## src/rtl/llsc_pkg.sv

```systemverilog
package llsc_pkg;
   typedef enum logic {
      OP_LINK_LD = 1'b0,
      OP_COND_ST = 1'b1
   } llsc_op_e;

   localparam int unsigned WORD_ALIGN_BITS = 2;
   localparam int unsigned DBL_ALIGN_BITS  = 3;
endpackage

```

## src/rtl/llsc_align_chk.sv

```systemverilog
module llsc_align_chk #(
   parameter int unsigned ADDR_W = 32
) (
   input  logic [ADDR_W-1:0] addr,
   input  logic              dbl,
   output logic              misalign
);
   import llsc_pkg::*;

   localparam logic [ADDR_W-1:0] WORD_MASK = ADDR_W'((1 << WORD_ALIGN_BITS) - 1);
   localparam logic [ADDR_W-1:0] DBL_MASK  = ADDR_W'((1 << DBL_ALIGN_BITS) - 1);

   logic [ADDR_W-1:0] mask;

   always_comb begin
      mask     = dbl ? DBL_MASK : WORD_MASK;
      misalign = |(addr & mask);
   end
endmodule

```

## src/rtl/llsc_link_reg.sv

```systemverilog
module llsc_link_reg #(
   parameter int unsigned ADDR_W = 32
) (
   input  logic              clk,
   input  logic              rst_n,
   input  logic              set_link,
   input  logic              drop_sc,
   input  logic              drop_ext,
   input  logic [ADDR_W-1:0] addr,
   output logic              hit
);
   logic [ADDR_W-1:0] link_q;
   logic              live_q;

   always_ff @(posedge clk or negedge rst_n) begin
      if (!rst_n) begin
         link_q <= '0;
         live_q <= 1'b0;
      end else begin
         if (drop_ext) begin
            live_q <= 1'b0;
         end else if (set_link) begin
            live_q <= 1'b1;
         end else if (drop_sc) begin
            live_q <= 1'b0;
         end
         if (set_link && !drop_ext) begin
            link_q <= addr;
         end
      end
   end

   assign hit = live_q && (link_q == addr);
endmodule

```

## src/rtl/llsc_resp_stage.sv

```systemverilog
module llsc_resp_stage #(
   parameter int unsigned ADDR_W    = 32,
   parameter int unsigned DATA_W    = 64,
   parameter bit          SEXT_WORD = 1'b1
) (
   input  logic              clk,
   input  logic              rst_n,
   input  logic              acc_ll,
   input  logic              acc_sc,
   input  logic              sc_ok,
   input  logic              is_dbl,
   input  logic              fault,
   input  logic [ADDR_W-1:0] fault_addr,
   input  logic [DATA_W-1:0] mem_rdata,
   output logic              rsp_valid,
   output logic [DATA_W-1:0] rsp_data,
   output logic              exc_pulse,
   output logic [ADDR_W-1:0] bad_addr
);
   localparam int unsigned WORD_W = DATA_W / 2;

   logic              valid_q, ll_q, dbl_q, flag_q, exc_q;
   logic [ADDR_W-1:0] bad_q;
   logic [DATA_W-1:0] word_ext;

   always_ff @(posedge clk or negedge rst_n) begin
      if (!rst_n) begin
         valid_q <= 1'b0;
         ll_q    <= 1'b0;
         dbl_q   <= 1'b0;
         flag_q  <= 1'b0;
         exc_q   <= 1'b0;
         bad_q   <= '0;
      end else begin
         valid_q <= acc_ll || acc_sc;
         ll_q    <= acc_ll;
         dbl_q   <= is_dbl;
         flag_q  <= sc_ok;
         exc_q   <= fault;
         if (fault) begin
            bad_q <= fault_addr;
         end
      end
   end

   generate
      if (SEXT_WORD) begin : g_sext
         assign word_ext = {{WORD_W{mem_rdata[WORD_W-1]}}, mem_rdata[WORD_W-1:0]};
      end else begin : g_zext
         assign word_ext = {{WORD_W{1'b0}}, mem_rdata[WORD_W-1:0]};
      end
   endgenerate

   always_comb begin
      rsp_data = '0;
      if (valid_q) begin
         if (ll_q) begin
            rsp_data = dbl_q ? mem_rdata : word_ext;
         end else begin
            rsp_data = {{(DATA_W-1){1'b0}}, flag_q};
         end
      end
   end

   assign rsp_valid = valid_q;
   assign exc_pulse = exc_q;
   assign bad_addr  = bad_q;
endmodule

```

## src/rtl/llsc_resv_unit.sv

```systemverilog
module llsc_resv_unit #(
   parameter int unsigned ADDR_W    = 32,
   parameter int unsigned DATA_W    = 64,
   parameter bit          SEXT_WORD = 1'b1
) (
   input  logic              clk,
   input  logic              rst_n,
   input  logic              req_valid,
   input  logic              req_sc,
   input  logic              req_dbl,
   input  logic [ADDR_W-1:0] req_addr,
   input  logic [DATA_W-1:0] req_wdata,
   input  logic              clear_link,
   output logic              mem_req,
   output logic              mem_we,
   output logic              mem_dbl,
   output logic [ADDR_W-1:0] mem_addr,
   output logic [DATA_W-1:0] mem_wdata,
   input  logic [DATA_W-1:0] mem_rdata,
   output logic              rsp_valid,
   output logic [DATA_W-1:0] rsp_data,
   output logic              exc_pulse,
   output logic [ADDR_W-1:0] bad_addr
);
   import llsc_pkg::*;

   generate
      if (ADDR_W < DBL_ALIGN_BITS) begin : g_bad_aw
         $error("llsc_resv_unit: ADDR_W too small for doubleword alignment");
      end
      if ((DATA_W < 16) || ((DATA_W % 2) != 0)) begin : g_bad_dw
         $error("llsc_resv_unit: DATA_W must be even and at least 16");
      end
   endgenerate

   llsc_op_e op;
   logic     is_ll, is_sc, misalign, fault, sc_go, hit, sc_ok;

   assign op    = llsc_op_e'(req_sc);
   assign is_ll = req_valid && (op == OP_LINK_LD);
   assign is_sc = req_valid && (op == OP_COND_ST);

   llsc_align_chk #(.ADDR_W(ADDR_W)) u_align (
      .addr     (req_addr),
      .dbl      (req_dbl),
      .misalign (misalign)
   );

   assign fault = is_sc && misalign;
   assign sc_go = is_sc && !misalign;

   llsc_link_reg #(.ADDR_W(ADDR_W)) u_link (
      .clk      (clk),
      .rst_n    (rst_n),
      .set_link (is_ll),
      .drop_sc  (sc_go),
      .drop_ext (clear_link),
      .addr     (req_addr),
      .hit      (hit)
   );

   assign sc_ok = sc_go && hit;

   assign mem_req   = is_ll || sc_ok;
   assign mem_we    = sc_ok;
   assign mem_dbl   = req_dbl;
   assign mem_addr  = req_addr;
   assign mem_wdata = req_wdata;

   llsc_resp_stage #(
      .ADDR_W    (ADDR_W),
      .DATA_W    (DATA_W),
      .SEXT_WORD (SEXT_WORD)
   ) u_resp (
      .clk        (clk),
      .rst_n      (rst_n),
      .acc_ll     (is_ll),
      .acc_sc     (sc_go),
      .sc_ok      (sc_ok),
      .is_dbl     (req_dbl),
      .fault      (fault),
      .fault_addr (req_addr),
      .mem_rdata  (mem_rdata),
      .rsp_valid  (rsp_valid),
      .rsp_data   (rsp_data),
      .exc_pulse  (exc_pulse),
      .bad_addr   (bad_addr)
   );
endmodule

```

## config.mk

```make
export PLATFORM = sky130hd
export DESIGN_NAME = llsc_resv_unit
export DESIGN_NICKNAME = d
export VERILOG_FILES = /design/src/rtl/llsc_pkg.sv /design/src/rtl/llsc_align_chk.sv /design/src/rtl/llsc_link_reg.sv /design/src/rtl/llsc_resp_stage.sv /design/src/rtl/llsc_resv_unit.sv
export SDC_FILE = /design/constraint.sdc
export NUM_CORES = 1
export LEC_CHECK = 0
export BUFFER_PORTS_ARGS = -buffer_cell sky130_fd_sc_hd__buf_2
export CAP_MARGIN = 0
export CORE_AREA = 5 5 136 138
export DETAILED_ROUTE_END_ITERATION = 8
export DIE_AREA = 0 0 141 143
export PLACE_DENSITY = 0.59
export REMOVE_ABC_BUFFERS = 1
export SETUP_SLACK_MARGIN = 0.1
export SYNTH_ARGS = -nofsm -noshare
export SYNTH_HDL_FRONTEND = slang
export SYNTH_SLANG_ARGS = --single-unit
```

## constraint.sdc

```tcl
create_clock -name clk -period 3.6 [get_ports clk]
set_clock_uncertainty 0.1 [all_clocks]
set_input_delay 1.08 -clock clk [delete_from_list [all_inputs] [get_ports clk]]
set_output_delay 1.08 -clock clk [all_outputs]
set_load 0.02 [all_outputs]
```

==> flow_metrics.py, run 1 <==
metrics = {
    "status": {
        "status": "finished, violations left",
        "failed_checks": "setup timing",
    },
    "grt": {
        "grt_pass1_wl_mm": 25.3,
        "grt_start_max_net_pins": 71,
        "overflow": 0,
        "grt_pass1_vias": 3736,
        "antenna_found_initial": 0,
        "grt_usage_pct": 17.2,
    },
    "clock_network": {
        "cts.htree.levels": 3,
        "cts.reportedPaths.clkPinSlew_ps": 50,
        "insertion_delay_ps": 340,
        "cts_made_buffers": 9,
        "clock-root-buffer": "clkbuf_16",
        "hold_buffers": 0,
        "cts.sinks": 70,
        "clk_path_buf_depth": 2,
        "cts_setup_buffers": 0,
        "tritoncts": "built",
    },
    "hold_path": {
        "min_from": "u_link.link_q[6]",
        "min_to": "u_link.link_q[6]",
        "worstHoldPathType": "reg2reg",
        "holdPathStages": 1,
    },
    "timing": {
        "setup_viol": 2,
        "maxSlewHeadroom_pct": 39.2,
        "finalCriticalPeriod_ps": 3710,
        "setup_tns_ps": -185,
        "worst_slack_ps": -105,
        "rsz0062_at_grt": "yes",
        "fmax_mhz": 270,
        "hold_violations": 0,
        "slew_violations": 0,
        "hold-worst-slack_ps": 406,
        "period_share_pct": 103,
        "worst_pin_slew_ps": 912,
    },
    "synth": {
        "synth_seq_area_share_pct": 40.0,
        "synth.distinct_cells": 29,
        "synthArstFlopShare_pct": 100,
        "synth_edf_count": 0,
        "netlist.top_cell.by_area": "dfrtp_1",
        "synth_top_family_by_area": "buffers and inverters",
        "yosysWarnings": 0,
        "synth_top_area_share_pct": 40.0,
        "ys_ff_latch": 70,
        "synth_cells": 411,
        "synth.cells.most_frequent": "buf_4, dfrtp_1, nand2_1, a21oi_1",
        "synth.most_common_cell": "buf_4",
        "synth_xor_area_share_pct": 6.39,
        "synth_fa_ha_area_share_pct": 0,
        "synth_compound_area_share_pct": 4.62,
        "synth_mux_area_share_pct": 18.6,
        "avgSynthCellArea_um2": 10.7,
        "yosys-top-cells-area": "dfrtp_1, buf_4, mux2_4",
        "synth.cell_area_mm2": 0.00438,
        "yosys.area_share.simple_pct": 11.0,
        "synth_flop_cell": "dfrtp_1",
    },
    "die": {
        "die_area_mm2": 0.0202,
        "ios": 363,
        "start_util_pct": 25.7,
        "rows": 48,
        "dieHeight_um": 143,
        "die_x_um": 141,
        "core_region_area_mm2": 0.0171,
    },
    "setup_path": {
        "cp_max_fo": 4,
        "reg2reg_setup_slack_ps": 1790,
        "worstPathArrival_ps": 2530,
        "worst_path_most_repeated_cell": "buf_4",
        "crit_path_top_delay_cell": "o31ai_2",
        "critical_path_required_ps": 2420,
        "endpoint_kind": "primary output",
        "setup.worst_path.start": "req_addr[11]",
        "rr_worst_depth": 6,
        "critical_path_class": "in2out",
        "critPathMaxStageDelay_ps": 340,
        "r2r-end": "u_resp.flag_q",
        "cp-start-kind": "primary input",
        "path_cells": "buf_8, xor2_2, nor4_2, buf_4, nand4_1, o31ai_2, buf_4",
        "r2r_start": "u_link.link_q[11]",
    },
    "route": {
        "firstDrtPassIters": 4,
        "routed_wl_mm": 18.1,
        "drt_iter0_markers": 82,
        "num_vias": 3626,
        "routedWlPerCell_um": 22.8,
        "ant_nets": 0,
        "vias_per_cell": 4.57,
        "drc": 0,
    },
    "pwr": {
        "p_leak_uw": 0.00302,
        "ir_drop_uv": 323,
        "power_density_mw_per_mm2": 471,
    },
    "placed_design": {
        "placed_cell_area_mm2": 0.00521,
        "post-dp-hpwl_mm": 14.4,
        "io_buffers": 234,
        "place_congestion": 0.785,
    },
    "layout": {
        "syn_to_final_growth_pct": 28.4,
        "regArea_mm2": 0.00175,
        "multi_input_area_mm2": 0.00185,
        "drive_above_1_share_pct": 62.0,
        "num-fill-cells": 1771,
        "finalInstanceArea_mm2": 0.00563,
        "final_nets": 730,
        "n_antenna_cell": 0,
    },
    "run": {
        "max-cap-violations": 0,
    },
}
kinds of logic (layout without fill, tap and decap cells):
group	after synthesis	after routing
muxes	63	63
and+or+nand+nor	89	89
buffers and inverters	120	278
DFF	70	70
AOI/OAI and AO/OA	37	37
xor gates and xnor gates	32	32
metal layers:
layer	global-route usage, %	up-vias	share of wire [%]	wire (um)
met2	21.8	308	38	6870
met4	3.82	8	1.1	204
met1	20.3	1694	39	6960
met5	10.0	-	1.4	246
li1	-	1591	-	-
met3	16.0	25	21	3780
flip-flops by register name, summed over array words and instances, names as in the netlist:
name	cells
u_resp.rsp_valid	1
u_resp.ll_q	1
u_link.link_q	32
u_resp.dbl_q	1
u_resp.flag_q	1
u_resp.exc_pulse	1
u_link.live_q	1
u_resp.bad_addr	32
area by class of cell:
class                      count  share of cell area, %
clock buffer                  10                   4.25
clock inverter                 6                   1.51
inverter                       1                 0.0667
multi-input combinational    221                   32.9
sequential                    70                   31.1
tap                          225                   5.00
timing repair buffer         261                   25.1
through the flow:
step / setup slack, ps / power [uW] / std cells / utilization, %
after detailed placement: -417 / 1690 / 778 / 30.5
final: -105 / 2650 / 794 / 33.0
after CTS: -169 / 2690 / 794 / 32.8
after global placement: -449 / 1680 / 778 / 30.5
after floorplan: 107 / 1370 / 292 / -
after global routing: -187 / 2790 / 794 / 33.0
worst max-delay path: cells and delay by family:
family          cells  cell delay [ps]
xor+xnor            1              140
buf+inv             3              480
compound gates      1              340
simple gates        2              470
how the worst max path moves through the flow:
stage / to / slack (ps) / depth (start not counted)
after floorplan: mem_req / 110 / 4
after global placement: mem_req / -450 / 6
after detailed placement: mem_we / -420 / 7
after CTS: mem_we / -170 / 8
after global routing: mem_req / -190 / 7
final: mem_req / -110 / 7
cell usage in the layout (no fill, tap or decap), drive strengths merged:
cell,netlist,final
nor2b,1,1
a21oi,33,33
bufinv,0,2
xor2,31,31
o21ai,2,2
clkinv,0,2
nand2,37,37
clkinvlp,0,2
a211oi,1,1
o31ai,1,1
inv,1,1
nor4,7,7
nor2,3,3
clkbuf,12,10
nor3,2,2
mux2i,1,1
buf,107,261
nand4,1,1
and3,31,31
mux2,62,62
nand3,4,4
nand4b,1,1
dfrtp,70,70
xnor2,1,1
nand2b,2,2
timing repair:
| item | 4_1_cts | 5_1_grt |
|---|---|---|
| gates cloned | 0 | 0 |
| pin swaps | 3 | 3 |
| endpoints found under the hold margin | 0 | 0 |
| setup endpoints to repair | 2 | 7 |
| gates resized for setup | 14 | 6 |
power by group:
part | leakage [uW] | total [uW] | internal, uW | switching (uW)
registers | 0.000833 | 1010 | 922 | 85.1
clock network | 0.000154 | 965 | 622 | 343
logic | 0.00204 | 679 | 322 | 358
total | 0.00302 | 2650 | 1870 | 786
Power figures use the tool's default switching activity.
==> run 2: changes to the inputs <==
--- a/config.mk
+++ b/config.mk
@@ -11,6 +11,7 @@
 export DETAILED_ROUTE_END_ITERATION = 8
 export DIE_AREA = 0 0 141 143
 export PLACE_DENSITY = 0.59
+export RECOVER_POWER = 50
 export REMOVE_ABC_BUFFERS = 1
 export SETUP_SLACK_MARGIN = 0.1
 export SYNTH_ARGS = -nofsm -noshare
==> flow_metrics.py, run 2 (synthesis results as in run 1) <==
metrics = {
    "pwr": {
        "ir_drop_uv": 319,
        "power_density_mw_per_mm2": 473,
        "p_leak_uw": 0.00288,
    },
    "clock_network": {
        "hold_buffers": 0,
        "cts.htree.levels": 3,
        "cts_setup_buffers": 0,
        "tritoncts": "built",
        "cts.reportedPaths.clkPinSlew_ps": 60,
        "clk_path_buf_depth": 2,
        "cts_made_buffers": 9,
        "cts.sinks": 70,
        "clock-root-buffer": "clkbuf_16",
        "insertion_delay_ps": 330,
    },
    "layout": {
        "final_cell_mix": "buf_2, dfrtp_1, nand2_1, mux2_2, clkbuf_1",
        "drive_above_1_share_pct": 54.5,
        "final_nets": 730,
        "num-fill-cells": 1799,
        "finalInstanceArea_mm2": 0.00553,
        "n_antenna_cell": 0,
        "final_common_cell": "buf_2",
        "regArea_mm2": 0.00175,
        "syn_to_final_growth_pct": 26.1,
        "multi_input_area_mm2": 0.00180,
        "finalNonFillerCells": 794,
    },
    "setup_path": {
        "crit_path_top_delay_cell": "nor4_2",
        "cp-start-kind": "primary input",
        "worstPathArrival_ps": 2500,
        "r2r-end": "u_resp.flag_q",
        "rr_worst_depth": 6,
        "critPathMaxStageDelay_ps": 330,
        "cp_max_fo": 4,
        "crit_buf_inv": 3,
        "worst_path_most_repeated_cell": "buf_4",
        "critical_path_required_ps": 2420,
        "endpoint_kind": "primary output",
        "reg2reg_setup_slack_ps": 1800,
        "path_cells": "buf_8, xor2_2, nor4_2, buf_4, nand4_1, o31ai_2, buf_4",
        "path_delay_family": "buffers and inverters",
        "r2r_start": "u_link.link_q[11]",
        "critical_path_class": "in2out",
    },
    "timing": {
        "worst_pin_slew_ps": 1790,
        "worst_slack_ps": -78.0,
        "maxSlewHeadroom_pct": -19.5,
        "hold_violations": 0,
        "slew_violations": 71,
        "period_share_pct": 102,
        "finalCriticalPeriod_ps": 3680,
        "setup_tns_ps": -150,
        "fmax_mhz": 272,
        "setup_viol": 2,
        "rsz0062_at_grt": "yes",
    },
    "hold_path": {
        "min_from": "u_resp.bad_addr[25]",
        "worstHoldPathType": "reg2reg",
        "holdPathStages": 1,
        "min_to": "u_resp.bad_addr[25]",
    },
    "die": {
        "die_area_mm2": 0.0202,
        "dieHeight_um": 143,
        "start_util_pct": 25.7,
        "core_region_area_mm2": 0.0171,
        "ios": 363,
        "rows": 48,
        "die_x_um": 141,
    },
    "grt": {
        "grt_pass1_wl_mm": 25.3,
        "grt_start_max_net_pins": 71,
        "overflow": 0,
        "grt_usage_pct": 17.2,
        "grt_pass1_vias": 3736,
        "antenna_found_initial": 0,
    },
    "placed_design": {
        "dp_cells": 778,
        "place_congestion": 0.785,
        "placed_cell_area_mm2": 0.00521,
        "post-dp-hpwl_mm": 14.4,
        "io_buffers": 234,
    },
    "route": {
        "firstDrtPassIters": 4,
        "num_vias": 3592,
        "ant_nets": 0,
        "vias_per_cell": 4.52,
        "routedWlPerCell_um": 22.7,
        "routed_wl_mm": 18.0,
        "drt_iter0_markers": 93,
        "drc": 0,
    },
    "status": {
        "status": "finished, violations left",
        "failed_checks": "capacitance limit, slew limit, setup timing",
    },
    "run": {
        "max-cap-violations": 1,
    },
}
## run 2: final cells by class
cell class                      instances  area share (%)
Tap cell                              225            5.09
Clock buffer                           10            4.32
Clock inverter                          6            1.54
Inverter                                1          0.0679
Sequential cell                        70            31.7
Multi-Input combinational cell        221            32.6
Timing Repair Buffer                  261            24.7
## run 2: repair_timing
action,in CTS,in global routing
pin swaps,3,3
gates resized for setup,14,6
endpoints found under the setup margin,2,7
## run 2: worst reg2reg max path, stage by stage, from the launching register on
cell     delay [ps]
dfrtp_1         400
xor2_2          180
nor4_2          330
buf_4           170
nand4_1         140
nor3_2          250
buf_4           170
## run 2: routing by layer
layer	global-route usage [%]	share of wire [%]
met1	20.3	40
met2	21.8	38
met3	16.0	20
met4	3.82	1.0
met5	10.0	1.4
## run 2: per-stage QoR
step | worst slack (ps) | hold slack (ps) | utilization (%) | total power [uW]
2_1_floorplan | 107 | 378 | - | 1370
3_3_place_gp | -449 | 384 | 30.5 | 1680
3_5_place_dp | -417 | 386 | 30.5 | 1690
4_1_cts | -169 | 405 | 32.8 | 2690
5_1_grt | -187 | 412 | 32.4 | 2750
6_report | -78.0 | 391 | 32.4 | 2620
## run 2: worst max-delay path by stage
stage | from | end | slack [ps] | cells past startpoint
after floorplan | req_addr[25] | mem_req | 110 | 4
after global placement | req_addr[29] | mem_req | -450 | 6
after detailed placement | req_addr[29] | mem_we | -420 | 7
after CTS | req_addr[11] | mem_we | -170 | 8
after global routing | req_addr[11] | mem_req | -190 | 7
final | req_addr[11] | mem_req | -80 | 7
## run 2: report_power, final
group	switching (uW)	internal [uW]
combinational	355	289
clock	341	622
sequential	86.2	922
==> run 3: changes to the inputs <==
--- a/config.mk
+++ b/config.mk
@@ -7,13 +7,14 @@
 export LEC_CHECK = 0
 export BUFFER_PORTS_ARGS = -buffer_cell sky130_fd_sc_hd__buf_2
 export CAP_MARGIN = 0
-export CORE_AREA = 5 5 136 138
+export CORE_AREA = 5 5 139 141
 export DETAILED_ROUTE_END_ITERATION = 8
-export DIE_AREA = 0 0 141 143
+export DIE_AREA = 0 0 144 146
 export PLACE_DENSITY = 0.59
 export RECOVER_POWER = 50
 export REMOVE_ABC_BUFFERS = 1
 export SETUP_SLACK_MARGIN = 0.1
 export SYNTH_ARGS = -nofsm -noshare
 export SYNTH_HDL_FRONTEND = slang
+export SYNTH_HIERARCHICAL = 1
 export SYNTH_SLANG_ARGS = --single-unit
==> flow_metrics.py, run 3 <==
metrics = {
    "clock_network": {
        "hold_buffers": 0,
        "cts_made_buffers": 9,
        "tritoncts": "built",
        "cts.htree.levels": 3,
        "clk_path_buf_depth": 2,
        "insertion_delay_ps": 330,
        "cts.reportedPaths.clkPinSlew_ps": 50,
        "clock-root-buffer": "clkbuf_16",
        "cts.sinks": 70,
    },
    "die": {
        "die_x_um": 144,
        "die_area_mm2": 0.0210,
        "start_util_pct": 25.8,
        "dieHeight_um": 146,
        "rows": 49,
        "core_region_area_mm2": 0.0178,
        "ios": 363,
    },
    "synth": {
        "synth_cells": 411,
        "ys_ff_latch": 70,
        "yosys-top-cells-area": "dfrtp_1, buf_4, mux2_4",
        "synthArstFlopShare_pct": 100,
        "synth_edf_count": 0,
        "synth_seq_area_share_pct": 38.1,
        "netlist.top_cell.by_area": "dfrtp_1",
        "synth.cells.most_frequent": "buf_4, dfrtp_1, mux2_4, nand2_1",
        "synth.cell_area_mm2": 0.00459,
        "avgSynthCellArea_um2": 11.2,
        "yosysWarnings": 6,
        "synth.distinct_cells": 29,
        "synth_top_area_share_pct": 38.1,
        "synth.most_common_cell": "buf_4",
        "synth_flop_cell": "dfrtp_1",
    },
    "setup_path": {
        "worstPathArrival_ps": 2610,
        "endpoint_kind": "primary output",
        "cp-start-kind": "primary input",
        "cp_max_fo": 2,
        "critical_path_class": "in2out",
        "critical_path_required_ps": 2420,
    },
    "layout": {
        "final_nets": 732,
        "syn_to_final_growth_pct": 23.4,
        "fin_util_pct": 31.8,
        "drive_above_1_share_pct": 60.2,
        "n_antenna_cell": 0,
        "final_cell_mix": "buf_2, dfrtp_1, clkbuf_1",
        "final_common_cell": "buf_2",
    },
    "route": {
        "drt_iter0_markers": 70,
        "routedWlPerCell_um": 22.9,
        "drc": 0,
        "firstDrtPassIters": 4,
        "num_vias": 3512,
        "ant_nets": 0,
        "routed_wl_mm": 18.3,
        "vias_per_cell": 4.39,
    },
    "timing": {
        "hold-worst-slack_ps": 408,
        "rsz0062_at_grt": "yes",
        "fmax_mhz": 264,
        "maxSlewHeadroom_pct": -19.1,
        "hold_violations": 0,
        "worst_pin_slew_ps": 1790,
        "slew_violations": 71,
        "period_share_pct": 105,
        "finalCriticalPeriod_ps": 3790,
        "worst_slack_ps": -189,
        "setup_viol": 2,
    },
    "grt": {
        "grt_pass1_wl_mm": 25.2,
        "overflow": 0,
        "antenna_found_initial": 0,
        "grt_usage_pct": 16.7,
        "grt_pass1_vias": 3644,
        "grt_start_max_net_pins": 71,
    },
    "pwr": {
        "p_leak_uw": 0.00293,
        "power_density_mw_per_mm2": 456,
        "ir_drop_uv": 195,
    },
    "hold_path": {
        "worstHoldPathType": "reg2reg",
    },
    "placed_design": {
        "io_buffers": 234,
        "post-place-ws_ps": -477,
        "post-dp-hpwl_mm": 14.7,
        "place_congestion": 0.741,
    },
    "run": {
        "max-cap-violations": 1,
    },
    "status": {
        "status": "finished, violations left",
        "failed_checks": "capacitance limit, slew limit, setup timing",
    },
}
==> run 3: changes by cell type after synthesis, sizes merged, moves of 2 or more <==
cell,delta
clkbuf,-6
nand2,-3
o21ai,-2
mux2,+2
buf,+8
nand3,-2
==> run 3: per-layer routing <==
layer	routed length [um]	part of all wire, %	global-route usage, %
met5	144	0.79	6.46
met4	157	0.86	3.25
met3	4720	26	19.0
met2	6190	34	19.6
met1	7100	39	19.5
==> run 3: path summary, 6_finish.rpt <==
kind                                     startpoint  slack [ps]  cells after the start                   to
worst max-delay path                   req_addr[24]        -190                      9              mem_req
worst min-delay path            u_resp/bad_addr[28]         410                      1  u_resp/bad_addr[28]
worst max register to register    u_link/link_q[24]        1660                      8        u_resp/flag_q
worst min register to register  u_resp/bad_addr[28]         410                      1  u_resp/bad_addr[28]
max in group asynchronous                     rst_n        1210                      1          u_resp/ll_q
min in group asynchronous                     rst_n        1120                      1  u_resp/bad_addr[17]
==> run 3: final cells by class <==
type	instances	area, um^2
Clock buffer	12	256
Clock inverter	4	45.0
Fill cell	1880	12200
Inverter	1	3.75
Multi-Input combinational cell	219	1940
Sequential cell	70	1750
Tap cell	229	287
Timing Repair Buffer	265	1390
==> run 3: cells by family after synthesis <==
kind of cell | Yosys count | share of synthesized area (%)
buf+inv | 122 | 20.0
simple gates | 87 | 10.2
compound gates | 35 | 6.48
flops | 70 | 38.1
mux | 65 | 19.0
xor+xnor | 32 | 6.10
==> run 3: per-stage QoR <==
step | cells | cell area [um^2] | total power (uW) | TNS (ps)
after global routing | 800 | 5670 | 2710 | -562
after floorplan | 290 | 3680 | 1390 | 0
after detailed placement | 783 | 5380 | 1700 | -939
after CTS | 800 | 5720 | 2640 | -557
after global placement | 783 | 5380 | 1700 | -987
final | 800 | 5670 | 2590 | -361
==> run 3: critical path, stage by stage <==
cell and delay [ps]:
buf_6 100, xor2_2 180, nor4_4 320, buf_4 160, nand4_1 140, nor3_2 270
nand2b_4 100, a21boi_2 120, buf_4 140
==> run 3: timing repair <==
item	4_1_cts	5_1_grt
gates resized for setup	7	7
endpoints found under the hold margin	0	0
setup endpoints to repair	2	2
pin swaps	4	1
buffers inserted	1	0
==> run 3: power breakdown <==
part	internal, uW	leakage, uW	switching (uW)
Combinational	306	0.00194	358
Sequential	923	0.000832	84.1
Clock	571	0.000152	343
Total	1800	0.00293	785
